===== config.mk =====
export PLATFORM = sky130hd
export DESIGN_NAME = serial_cfg_port
export DESIGN_NICKNAME = d
export VERILOG_FILES = /design/src/rtl/serial_cfg_pkg.sv /design/src/rtl/serial_cfg_ctrl.sv /design/src/rtl/serial_cfg_regs.sv /design/src/rtl/serial_cfg_port.sv
export SDC_FILE = /design/constraint.sdc
export NUM_CORES = 1
export LEC_CHECK = 0
export CAP_MARGIN = 20
export CORE_ASPECT_RATIO = 2
export CORE_MARGIN = 2
export CORE_UTILIZATION = 55
export DETAILED_ROUTE_END_ITERATION = 12
export PLACE_DENSITY = 0.79
export SLEW_MARGIN = 40
export SYNTH_ARGS = -nofsm -noshare
export SYNTH_HDL_FRONTEND = slang
export SYNTH_SLANG_ARGS = --single-unit
export TNS_END_PERCENT = 1

===== constraint.sdc =====
create_clock -name clk -period 2.4 [get_ports clk]
set_input_delay 0.6 -clock clk [delete_from_list [all_inputs] [get_ports clk]]
set_output_delay 0.6 -clock clk [all_outputs]
set_load 0.01 [all_outputs]

===== src/rtl/serial_cfg_pkg.sv =====
package serial_cfg_pkg;

  localparam int REG_COUNT  = 4;
  localparam int DATA_W     = 8;
  localparam int ADDR_W     = 5;
  localparam int OP_W       = 3;
  localparam int FRAME_BITS = OP_W + ADDR_W + DATA_W;
  // the first OP_W-1 opcode bits are don't-care and are shifted out
  localparam int KEEP_BITS  = FRAME_BITS - (OP_W - 1);
  localparam int SEL_W      = $clog2(REG_COUNT);

  localparam int CAL_ADDR       = 1;
  localparam int ADC_GATED_ADDR = 2;
  localparam int PGA_GATED_ADDR = 3;
  localparam int PWR_REG        = 1;
  localparam int PWR_ADC_BIT    = 1;
  localparam int PWR_PGA_BIT    = 0;

  typedef logic [DATA_W-1:0] cfgByte_t;

  typedef struct packed {
    logic shiftEn;
    logic shiftBit;
    logic frameDone;
    logic calBusy;
  } ctlStrobe_t;

  function automatic cfgByte_t resetValue(input int idx);
    case (idx)
      0:       return 8'h05;
      1:       return 8'h03;
      2:       return 8'h30;
      default: return 8'h00;
    endcase
  endfunction

endpackage


===== src/rtl/serial_cfg_ctrl.sv =====
module serial_cfg_ctrl
  import serial_cfg_pkg::*;
#(
  parameter int CAL_PERIODS = 4128,
  parameter int SYNC_STAGES = 2
) (
  input  logic       clk,
  input  logic       rstN,
  input  logic       sampleTick,
  input  logic       csN,
  input  logic       sclk,
  input  logic       sdi,
  output ctlStrobe_t strobe
);

  localparam int CNT_W = $clog2(FRAME_BITS + 2);
  localparam int CAL_W = $clog2(CAL_PERIODS + 1);
  localparam logic [CNT_W-1:0] CNT_FULL = CNT_W'(FRAME_BITS);
  localparam logic [CNT_W-1:0] CNT_SAT  = CNT_W'(FRAME_BITS + 1);
  localparam logic [CAL_W-1:0] CAL_LAST = CAL_W'(CAL_PERIODS - 1);

  logic [SYNC_STAGES-1:0] csSync, sclkSync, sdiSync;
  logic csLast, sclkLast;
  logic csNow, sclkNow, sdiNow;
  logic csRise, csFall, sclkRise;
  logic [CNT_W-1:0] bitCnt;
  logic [CAL_W-1:0] calCnt;
  logic calBusy;

  always_ff @(posedge clk or negedge rstN) begin
    if (!rstN) begin
      csSync   <= '1;
      sclkSync <= '0;
      sdiSync  <= '0;
      csLast   <= 1'b1;
      sclkLast <= 1'b0;
    end else begin
      csSync   <= {csSync[SYNC_STAGES-2:0], csN};
      sclkSync <= {sclkSync[SYNC_STAGES-2:0], sclk};
      sdiSync  <= {sdiSync[SYNC_STAGES-2:0], sdi};
      csLast   <= csSync[SYNC_STAGES-1];
      sclkLast <= sclkSync[SYNC_STAGES-1];
    end
  end

  assign csNow    = csSync[SYNC_STAGES-1];
  assign sclkNow  = sclkSync[SYNC_STAGES-1];
  assign sdiNow   = sdiSync[SYNC_STAGES-1];
  assign csRise   = csNow & ~csLast;
  assign csFall   = ~csNow & csLast;
  assign sclkRise = sclkNow & ~sclkLast;

  always_ff @(posedge clk or negedge rstN) begin
    if (!rstN) begin
      bitCnt <= '0;
    end else if (csFall) begin
      bitCnt <= '0;
    end else if (sclkRise && !csNow && bitCnt != CNT_SAT) begin
      bitCnt <= bitCnt + 1'b1;
    end
  end

  always_ff @(posedge clk or negedge rstN) begin
    if (!rstN) begin
      calBusy <= 1'b1;
      calCnt  <= '0;
    end else if (calBusy && sampleTick) begin
      if (calCnt == CAL_LAST) calBusy <= 1'b0;
      else                    calCnt  <= calCnt + 1'b1;
    end
  end

  assign strobe.shiftEn   = sclkRise & ~csNow;
  assign strobe.shiftBit  = sdiNow;
  assign strobe.frameDone = csRise && (bitCnt == CNT_FULL);
  assign strobe.calBusy   = calBusy;


  bit_count_bounded_chk: assert property (@(posedge clk) disable iff (!rstN)
    bitCnt <= CNT_SAT);


  commit_single_pulse_chk: assert property (@(posedge clk) disable iff (!rstN)
    strobe.frameDone |=> !strobe.frameDone);


  cal_ends_on_tick_chk: assert property (@(posedge clk) disable iff (!rstN)
    $fell(calBusy) |-> $past(sampleTick));


  cal_never_restarts_chk: assert property (@(posedge clk) disable iff (!rstN)
    !$rose(calBusy));

endmodule


===== src/rtl/serial_cfg_regs.sv =====
module serial_cfg_regs
  import serial_cfg_pkg::*;
(
  input  logic                             clk,
  input  logic                             rstN,
  input  ctlStrobe_t                       strobe,
  output logic [REG_COUNT-1:0][DATA_W-1:0] bankQ
);

  logic [KEEP_BITS-1:0] shiftReg;
  logic                 isWrite;
  logic [ADDR_W-1:0]    frameAddr;
  cfgByte_t             frameData;
  logic [SEL_W-1:0]     selIdx;
  logic                 inRange;
  logic [REG_COUNT-1:0] permit;
  logic [REG_COUNT-1:0] wrEn;

  always_ff @(posedge clk or negedge rstN) begin
    if (!rstN)               shiftReg <= '0;
    else if (strobe.shiftEn) shiftReg <= {strobe.shiftBit, shiftReg[KEEP_BITS-1:1]};
  end

  assign isWrite   = shiftReg[0];
  assign frameAddr = shiftReg[1 +: ADDR_W];
  assign frameData = shiftReg[1 + ADDR_W +: DATA_W];
  assign selIdx    = frameAddr[SEL_W-1:0];
  assign inRange   = (frameAddr[ADDR_W-1:SEL_W] == '0);

  always_comb begin
    for (int i = 0; i < REG_COUNT; i++) begin
      if (i == CAL_ADDR)            permit[i] = ~strobe.calBusy;
      else if (i == ADC_GATED_ADDR) permit[i] = bankQ[PWR_REG][PWR_ADC_BIT];
      else if (i == PGA_GATED_ADDR) permit[i] = bankQ[PWR_REG][PWR_PGA_BIT];
      else                          permit[i] = 1'b1;
    end
  end

  always_comb begin
    wrEn = '0;
    if (strobe.frameDone && isWrite && inRange) wrEn[selIdx] = permit[selIdx];
  end

  for (genvar g = 0; g < REG_COUNT; g++) begin : gBank
    always_ff @(posedge clk or negedge rstN) begin
      if (!rstN)        bankQ[g] <= resetValue(g);
      else if (wrEn[g]) bankQ[g] <= frameData;
    end
  end


  hold_without_commit_chk: assert property (@(posedge clk) disable iff (!rstN)
    !strobe.frameDone |=> $stable(bankQ));


  read_opcode_ignored_chk: assert property (@(posedge clk) disable iff (!rstN)
    (strobe.frameDone && !isWrite) |=> $stable(bankQ));


  high_addr_ignored_chk: assert property (@(posedge clk) disable iff (!rstN)
    (strobe.frameDone && !inRange) |=> $stable(bankQ));


  adc_gate_chk: assert property (@(posedge clk) disable iff (!rstN)
    (strobe.frameDone && frameAddr == ADDR_W'(ADC_GATED_ADDR) && !bankQ[PWR_REG][PWR_ADC_BIT])
      |=> $stable(bankQ[ADC_GATED_ADDR]));


  pga_gate_chk: assert property (@(posedge clk) disable iff (!rstN)
    (strobe.frameDone && frameAddr == ADDR_W'(PGA_GATED_ADDR) && !bankQ[PWR_REG][PWR_PGA_BIT])
      |=> $stable(bankQ[PGA_GATED_ADDR]));


  cal_lock_chk: assert property (@(posedge clk) disable iff (!rstN)
    (strobe.frameDone && strobe.calBusy) |=> $stable(bankQ[CAL_ADDR]));

endmodule


===== src/rtl/serial_cfg_port.sv =====
module serial_cfg_port
  import serial_cfg_pkg::*;
#(
  parameter int CAL_PERIODS = 4128,
  parameter int SYNC_STAGES = 2
) (
  input  logic       clk,
  input  logic       rstN,
  input  logic       sampleTick,
  input  logic       csN,
  input  logic       sclk,
  input  logic       sdi,
  output logic [7:0] cfgReg0,
  output logic [7:0] cfgReg1,
  output logic [7:0] cfgReg2,
  output logic [7:0] cfgReg3,
  output logic       calActive
);

  ctlStrobe_t                       strobe;
  logic [REG_COUNT-1:0][DATA_W-1:0] bankQ;

  serial_cfg_ctrl #(
    .CAL_PERIODS(CAL_PERIODS),
    .SYNC_STAGES(SYNC_STAGES)
  ) uCtrl (
    .clk       (clk),
    .rstN      (rstN),
    .sampleTick(sampleTick),
    .csN       (csN),
    .sclk      (sclk),
    .sdi       (sdi),
    .strobe    (strobe)
  );

  serial_cfg_regs uRegs (
    .clk   (clk),
    .rstN  (rstN),
    .strobe(strobe),
    .bankQ (bankQ)
  );

  assign cfgReg0   = bankQ[0];
  assign cfgReg1   = bankQ[1];
  assign cfgReg2   = bankQ[2];
  assign cfgReg3   = bankQ[3];
  assign calActive = strobe.calBusy;

endmodule


* Yosys cells after proc, flatten, opt, wreduce, memory -nomap -nowiden *
Cells that the tools add are included.

storage, ports and cells
  register bits = 73
  bits of input ports = 6

operators by class
  $add $sub $neg = 2
  order comparisons = 2
  equality and inequality tests = 3
  muxes and demuxes = 7
  bitwise logic cells = 10
  reduce and logical (&&, ||, !) cells = 12

operators by type and width
  cell                   number
  $add 13x1->13 const B  1
  $eq 13x13->1 const B   1
  $mux 5                 2
  $logic_and 1x1->1      7
  $add 5x1->5 const B    1
  $eq 5x5->1 const B     1
  $ne 5x5->1 const B     1
  $not 1->1              5
  $and 1x1->1            4
  $and 4x4->4            1
  $mux 4                 1
  $reduce_and 2->1       2
  $logic_not 3->1        1
  $lt 2x3->1 const B     1
  $bmux 1 s2             1
  $demux 1 s2            1
  $ge 2x1->1 const B     1
  $mux 1                 2
  $reduce_bool 2->1      1
  $logic_not 1->1        1

* Depth between registers and ports, before layout *
Gate-level depths: netlist of the first run.

  word-level depth = 6
  gate-level depth with buffers = 7

* Cells and area by module *
From an unflattened synthesis of the first run, not the netlist that was laid out.

unflattened totals
  cells, all modules = 197
  area total of the unflattened synthesis = 3,017.9 sq um

by module, submodules not included
  module           times used  cells an instance  area each (sq um)  seq. area each (sq um)
  serial_cfg_regs  1           104                1,796.7            1,158.6
  serial_cfg_ctrl  1           93                 1,221.2            680.7

* Worst setup path before layout of the first run *
OpenSTA, ideal clock, no wires.

  path kind = register to register
  start point = register uCtrl.bitCnt[0]
  end point = register uRegs.bankQ[10] (netlist bit)
  arrival = 1.977 ns
  path slack = 0.298 ns
  cell stages (with the launch flop) = 8
  path buffers = 1
  clock period less this slack = 2.102 ns
  cell sequence = dfrtp_1 inv_1 ha_1 nor4b_4 nand4b_4 or4b_1 buf_6 mux2_4

on the way
  longest elaborated chain between the ends = 5

ends and longest elaborated chain
  element                          RTL line               RTL
  start: declaration               serial_cfg_ctrl.sv:26  logic [CNT_W-1:0] bitCnt;
  start signal: assignment         serial_cfg_ctrl.sv:59  bitCnt <= bitCnt + 1'b1;
  $eq 5x5->1                       serial_cfg_ctrl.sv:75  assign strobe.frameDone = csRise && (bitCnt == CNT_FULL);
  $logic_and 1x1->1                serial_cfg_ctrl.sv:75
  $logic_and 1x1->1 (2 in series)  serial_cfg_regs.sv:41  if (strobe.frameDone && isWrite && inRange) wrEn[selIdx] = permit[selIdx];
  $mux 4                           serial_cfg_regs.sv:41
  end signal: indexed assignment   serial_cfg_regs.sv:46  if (!rstN) bankQ[g] <= resetValue(g);
  end signal: indexed assignment   serial_cfg_regs.sv:47  else if (wrEn[g]) bankQ[g] <= frameData;
  end: declaration                 serial_cfg_regs.sv:7   output logic [REG_COUNT-1:0][DATA_W-1:0] bankQ

Every way passes these cells.
A chain may end at the register's enable or synchronous reset.

* Worst setup path in the final report of the first run *
  start point = register uCtrl.bitCnt[0]
  end point = register uRegs.bankQ[14] (netlist bit)

Same word-level chain as after synthesis.

==> summary.md, run 1 <==
| Metric | Value |
|---|---|
| WL/cell | `17.3 um` |
| Clk Latency, worst-skew pair | `0.36 ns` |
| Vias | `1780` |
| WP data required | `2.64 ns` |
| Highest Clock Rate | `440 MHz` |
| Worst Tran Pin Value | `0.471 ns` |
| Largest net degree at the start of global routing | `38` |
| Number of synthesized flops with an enable pin | `0` |
| P_leak | `1.77 nW` |
| Number of clock buffers inserted by TritonCTS | `9` |
| Vias in the first global route | `1805` |
| Starting Density | `57.4%` |
| Switching pwr | `625 uW` |
| Die Area | `6310 um2` |
| Register area share after synthesis | `59.2%` |
| Unrepaired setup endpoints after global routing | `false` |
| Final Net Count | `268` |
| Remaining global-route overflow | `0` |
| Most frequent cells in the layout | `63 x dfrtp_1, 37 x clkdlybuf4s50_1, 32 x mux2_4` |
| Mapped Area | `3110 um2` |
| Crit path DAT | `2.52 ns` |
| FF-to-FF path depth | `7` |
| Startpoint Class | `flop` |
| CTS tree | `done` |
| Clk root buf | `clkbuf_8` |
| Crit path max fanout | `7` |
| FF-to-FF Start | `uCtrl.bitCnt[0]` |
| Maximum vdd drop | `522 uV` |
| Core Region | `5420 um2` |
| DRC | `0` |
| Setup slack at placement | `0.143 ns` |
| Flop-to-flop setup slack | `0.13 ns` |
| Avg Cell Area, Syn | `15.2 um2` |
| #FFs+latches synth | `73` |
| Final Setup Violations | `0` |
| Routed Antenna Nets | `0` |
| Tmin final | `2.27 ns` |
| I/O Pins | `39` |
| Post-CTS Setup Bufs | `0` |
| DP Area | `3610 um2` |
| Worst Hold Class | `primary input to asynchronous set/reset pin` |
| Crit Reg-Reg Endpoint | `uRegs.bankQ[14]` |
| Max Clock Skew | `0.0135 ns` |
| Distinct cell type count after synthesis | `36` |
| CP Class | `flop to flop` |
| PwrDens | `643 nW/um2` |
| Clock transition at path regs | `0.08 ns` |
| Comb power frac | `6.6%` |
| DIE WIDTH | `57.2 um` |
| Slew headroom | `68.4%` |
| CTS H-Tree Depth | `3` |
| Post-synth top flop | `dfrtp_1` |
| Clock Path Buffers | `2` |
| First-pass GRT wire length | `9220 um` |
| Final design area excluding fillers | `3780 um2` |
| CTS Sinks | `73` |
| Initial antenna violation count | `0` |
| Yosys warnings | `0` |
| Chip height | `110 um` |
| Setup WS post-layout | `0.127 ns` |
| GP Congestion | `0.761` |
| Cts repair resizes | `0` |
| # rows | `38` |
| Syn Nets | `214` |
| Area growth from synthesis to layout | `21.5%` |
| Most common cell after layout, fill and taps aside | `dfrtp_1` |
| Post-synth ARST share | `100%` |
| Max-cap violations | `0` |
| Final TNS setup | `0 ns` |
| Post-CTS Hold Fix Bufs | `0` |
| Sw frac | `25.7%` |
| Detailed placement HPWL | `3980 um` |
| Slew Limit Fails | `0` |
| Share of cells above drive strength 1 | `33.1%` |
| Mapped Cells | `204` |
| Pint | `1.80 mW` |
| Clock power share | `34.6%` |
| Diode count | `0` |
| Sequential group share of total power | `58.8%` |
| PortBufs | `38` |
| Iteration-0 DRC Markers | `55` |
| Gr usage total | `20.3%` |
| Vias per cell | `5.51` |
| Drt pass-1 iters | `4` |
| Final hold violations | `0` |
| Tcrit/Tclk final | `94.7%` |
| Status | `finished, final reports clean` |
| Final wirelength | `5600 um` |
| Setup crit end kind | `flop` |
## how the worst max path moves through the flow
stage | from | to | cells past startpoint
2_1_floorplan | uCtrl.bitCnt[0] | uRegs.bankQ[10] | 7
3_3_place_gp | uCtrl.bitCnt[0] | uRegs.bankQ[15] | 7
3_5_place_dp | uCtrl.bitCnt[0] | uRegs.bankQ[14] | 7
4_1_cts | uCtrl.bitCnt[0] | uRegs.bankQ[14] | 7
5_1_grt | uCtrl.bitCnt[0] | uRegs.bankQ[14] | 7
6_report | uCtrl.bitCnt[0] | uRegs.bankQ[14] | 7
## kinds of logic (layout without fill, tap and decap cells)
family                     count (synthesis)  in the layout  synth area share (%)
AOI/OAI and AO/OA                          6              6                  1.29
DFF                                       73             73                  59.2
xor gates and xnor gates                  13             13                  3.66
and+or+nand+nor                           52             52                  11.6
muxes                                     48             48                  21.2
adders and majority gates                  4              4                  1.61
buffers and inverters                      8             67                  1.45
## synth_stat cells (2+ instances only)
| master | instances | area (um2) |
|---|---|---|
| nor3_1 | 4 | 20.0 |
| mux2_2 | 14 | 158 |
| mux2_4 | 32 | 480 |
| dfrtp_1 | 63 | 1580 |
| nor2_1 | 11 | 41.3 |
| xor2_1 | 5 | 43.8 |
| buf_6 | 2 | 22.5 |
| and3_1 | 3 | 18.8 |
| nand3_1 | 6 | 30.0 |
| ha_1 | 4 | 50.1 |
| dfstp_2 | 10 | 263 |
| inv_1 | 5 | 18.8 |
| xnor2_1 | 8 | 70.1 |
| or4b_1 | 2 | 20.0 |
| nand2_1 | 8 | 30.0 |
| nand4_1 | 6 | 37.5 |
| nor4_4 | 2 | 42.5 |
## cell type report
cell class	instances	area [um2]
Clock buffer	11	141
Clock inverter	5	31.3
Fill cell	389	1640
Inverter	5	18.8
Multi-Input combinational cell	123	1220
Sequential cell	73	1840
Tap cell	60	75.1
Timing Repair Buffer	46	448
## power by group through the flow
stage                     combinational, mW  clock [mW]  sequential, mW
after floorplan                       0.112           0            1.41
after global placement                0.157           0            1.45
after detailed placement              0.159           0            1.45
after CTS                             0.164       0.865            1.43
after global routing                  0.179       0.919            1.44
final                                 0.160       0.840            1.43
## flip-flops by register name, summed over array words and instances, names as in the netlist, 2 cells and up
name	flops
uRegs.bankQ	32
uRegs.shiftReg	14
uCtrl.calCnt	13
uCtrl.bitCnt	5
uCtrl.csSync	2
uCtrl.sclkSync	2
uCtrl.sdiSync	2
## metal layers
metal	up-vias	track usage, %	wire length, um
li1	833	-	-
met1	880	24.8	2290
met2	50	32.4	2880
met3	17	6.53	252
met4	0	9.97	178
met5	-	0	0
## critical path, stage by stage (launching register included)
cell and delay, ns:
dfrtp_1 0.44, inv_1 0.08, ha_1 0.14, nor4b_4 0.24, nand4b_4 0.18, or4b_1 0.57, buf_4 0.21, mux2_4 0.30
## metrics by stage
stage / hold slack [ns] / util (%) / std cells / power [mW]
finish: 0.188 / 69.7 / 323 / 2.43
global route: 0.206 / 69.7 / 323 / 2.54
CTS: 0.181 / 69.7 / 323 / 2.46
detailed placement: 0.341 / 66.5 / 307 / 1.61
global placement: 0.332 / 66.5 / 307 / 1.61
floorplan: 0.304 / - / 204 / 1.52
No activity file was read; power rests on OpenSTA's default activity.
==> run 2: changes to the inputs <==
CORE_UTILIZATION = 62   (was 55)
DONT_BUFFER_PORTS = 1   (was not set)
PLACE_DENSITY = 0.78   (was 0.79)
==> run 2 against run 1 <==
Utilization rose by 0.73 points. Largest power group unchanged. Count of clock-buffer cells in the layout fell by 2. Sequential share of layout area rose by 5.0 points. Cell area fell by 9.3%. Total power rose by 6.0%. Fmax rose by 2.0%. Highest routed layer unchanged. Clock skew fell by 0.00051 ns. Final cell count fell by 13%. Non-clock buffer count fell by 40. Global-route usage rose by 2.7 points. Sequential power barely moved.
==> summary.md, run 2 (synthesis results as in run 1) <==
| Metric | Value |
|---|---|
| Status | `finished, final reports clean` |
| Highest Clock Rate | `449 MHz` |
| Maximum vdd drop | `593 uV` |
| Clock transition at path regs | `0.09 ns` |
| DRC | `0` |
| Worst Tran Pin Value | `0.437 ns` |
| Max-cap violations | `0` |
| Iteration-0 DRC Markers | `23` |
| Sw frac | `26.2%` |
| Clk root buf | `clkbuf_8` |
| Final hold violations | `0` |
| FF-to-FF Start | `uCtrl.bitCnt[0]` |
| Tcrit/Tclk final | `92.9%` |
| Placed cell count | `263` |
| Crit Reg-Reg Endpoint | `uRegs.bankQ[11]` |
| Crit path DAT | `2.46 ns` |
| Vias | `1660` |
| CTS Sinks | `73` |
| Cts repair resizes | `0` |
| Switching pwr | `674 uW` |
| Largest Register | `uRegs.bankQ` |
| # rows | `36` |
| Die Area | `5630 um2` |
| Number of clock buffers inserted by TritonCTS | `9` |
| Starting Density | `63.9%` |
| Comb power frac | `5.8%` |
| PwrDens | `751 nW/um2` |
| CP Class | `flop to flop` |
| Final design area excluding fillers | `3430 um2` |
| P_leak | `1.64 nW` |
| Max reg flops | `32` |
| Drt pass-1 iters | `4` |
| Largest net degree at the start of global routing | `64` |
| Final Setup Violations | `0` |
| Flop-to-flop setup slack | `0.17 ns` |
| Largest registers | `uRegs.bankQ: 32 flops, uRegs.shiftReg: 14 flops, uCtrl.calCnt: 13 flops` |
| First-pass GRT wire length | `9270 um` |
| Initial antenna violation count | `0` |
| DIE WIDTH | `54.1 um` |
| Worst Hold Class | `primary input to asynchronous set/reset pin` |
| Final Non-Filler Cells | `280` |
| Crit path max fanout | `8` |
| Slew Limit Fails | `0` |
| Area growth from synthesis to layout | `10.2%` |
| Most frequent cells in the layout | `63 x dfrtp_1, 32 x mux2_4, 14 x mux2_2` |
| Final Net Count | `228` |
| CTS tree | `done` |
| Most common cell after layout, fill and taps aside | `dfrtp_1` |
| Routed Antenna Nets | `0` |
| Hold Worst Slack | `0.0833 ns` |
| Tmin final | `2.23 ns` |
| WP data required | `2.63 ns` |
| Share of cells above drive strength 1 | `38.1%` |
| Vias in the first global route | `1903` |
| GP Congestion | `0.712` |
| FF-to-FF path depth | `7` |
| CTS H-Tree Depth | `3` |
| Unrepaired setup endpoints after global routing | `false` |
| Clock power share | `38.7%` |
| Vias per cell | `5.93` |
| Final wirelength | `5670 um` |
| Clk Latency, worst-skew pair | `0.35 ns` |
| Setup crit end kind | `flop` |
| Clock Path Buffers | `2` |
| DP Area | `3190 um2` |
| Detailed placement HPWL | `3810 um` |
| Remaining global-route overflow | `0` |
| Startpoint Class | `flop` |
| Fillers | `326` |
| Max Clock Skew | `0.0130 ns` |
| Setup WS post-layout | `0.171 ns` |
| WL/cell | `20.2 um` |
| I/O Pins | `39` |
| PortBufs | `0` |
| Diode count | `0` |
| Sequential group share of total power | `55.5%` |
| Pint | `1.90 mW` |
| Gr usage total | `23.0%` |
| Final TNS setup | `0 ns` |
| Chip height | `104 um` |
| Core Region | `4860 um2` |
| Setup slack at placement | `0.179 ns` |
| Slew headroom | `70.6%` |
[run 2: worst max-delay path, stage by stage, from the launching register on]
cell	delay [ns]
dfrtp_1	0.44
inv_1	0.08
ha_1	0.14
nor4b_4	0.24
nand4b_4	0.18
or4b_1	0.53
buf_4	0.20
mux2_4	0.31
[run 2: repair_timing]
item	in CTS	in global routing
hold endpoints to repair	63	0
hold buffers	1	0
buffers inserted	0	0
[run 2: how the worst max path moves through the flow]
stage                         start               to  slack, ns  depth (start not counted)
finish              uCtrl.bitCnt[0]  uRegs.bankQ[11]       0.17                          7
global route        uCtrl.bitCnt[0]  uRegs.bankQ[11]       0.06                          7
CTS                 uCtrl.bitCnt[0]  uRegs.bankQ[14]       0.16                          7
detailed placement  uCtrl.bitCnt[1]  uRegs.bankQ[14]       0.18                          7
global placement    uCtrl.bitCnt[0]  uRegs.bankQ[10]       0.23                          7
floorplan           uCtrl.bitCnt[0]  uRegs.bankQ[10]       0.30                          7
[run 2: metal layers]
layer	vias to the layer above	GRT usage (%)	part of all wire [%]
li1	751	-	-
met1	861	26.1	38
met2	39	38.9	56
met3	9	5.46	4.0
met4	0	10.5	1.7
met5	-	0	0
[run 2: area by class of cell]
| class | instances | area (um2) | area share [%] |
|---|---|---|---|
| clock inverters | 7 | 83.8 | 2.45 |
| repair buffers | 6 | 65.1 | 1.90 |
| well taps | 57 | 71.3 | 2.08 |
| multi-input cells | 123 | 1220 | 35.7 |
| inverters | 5 | 18.8 | 0.548 |
| flip-flops and latches | 73 | 1840 | 53.7 |
| clock buffers | 9 | 124 | 3.61 |
[run 2: metrics by stage]
| stage | power (mW) | utilization, % |
|---|---|---|
| final | 2.57 | 70.4 |
| after global routing | 2.68 | 70.4 |
| after CTS | 2.58 | 70.4 |
| after detailed placement | 1.57 | 65.6 |
| after global placement | 1.56 | 65.6 |
| after floorplan | 1.52 | - |
[run 2: power by group through the flow]
stage | sequential [mW] | clock, mW | combinational, mW
2_1_floorplan | 1.41 | 0 | 0.112
3_3_place_gp | 1.44 | 0 | 0.119
3_5_place_dp | 1.45 | 0 | 0.123
4_1_cts | 1.42 | 1.01 | 0.151
5_1_grt | 1.44 | 1.08 | 0.164
6_report | 1.43 | 0.996 | 0.148
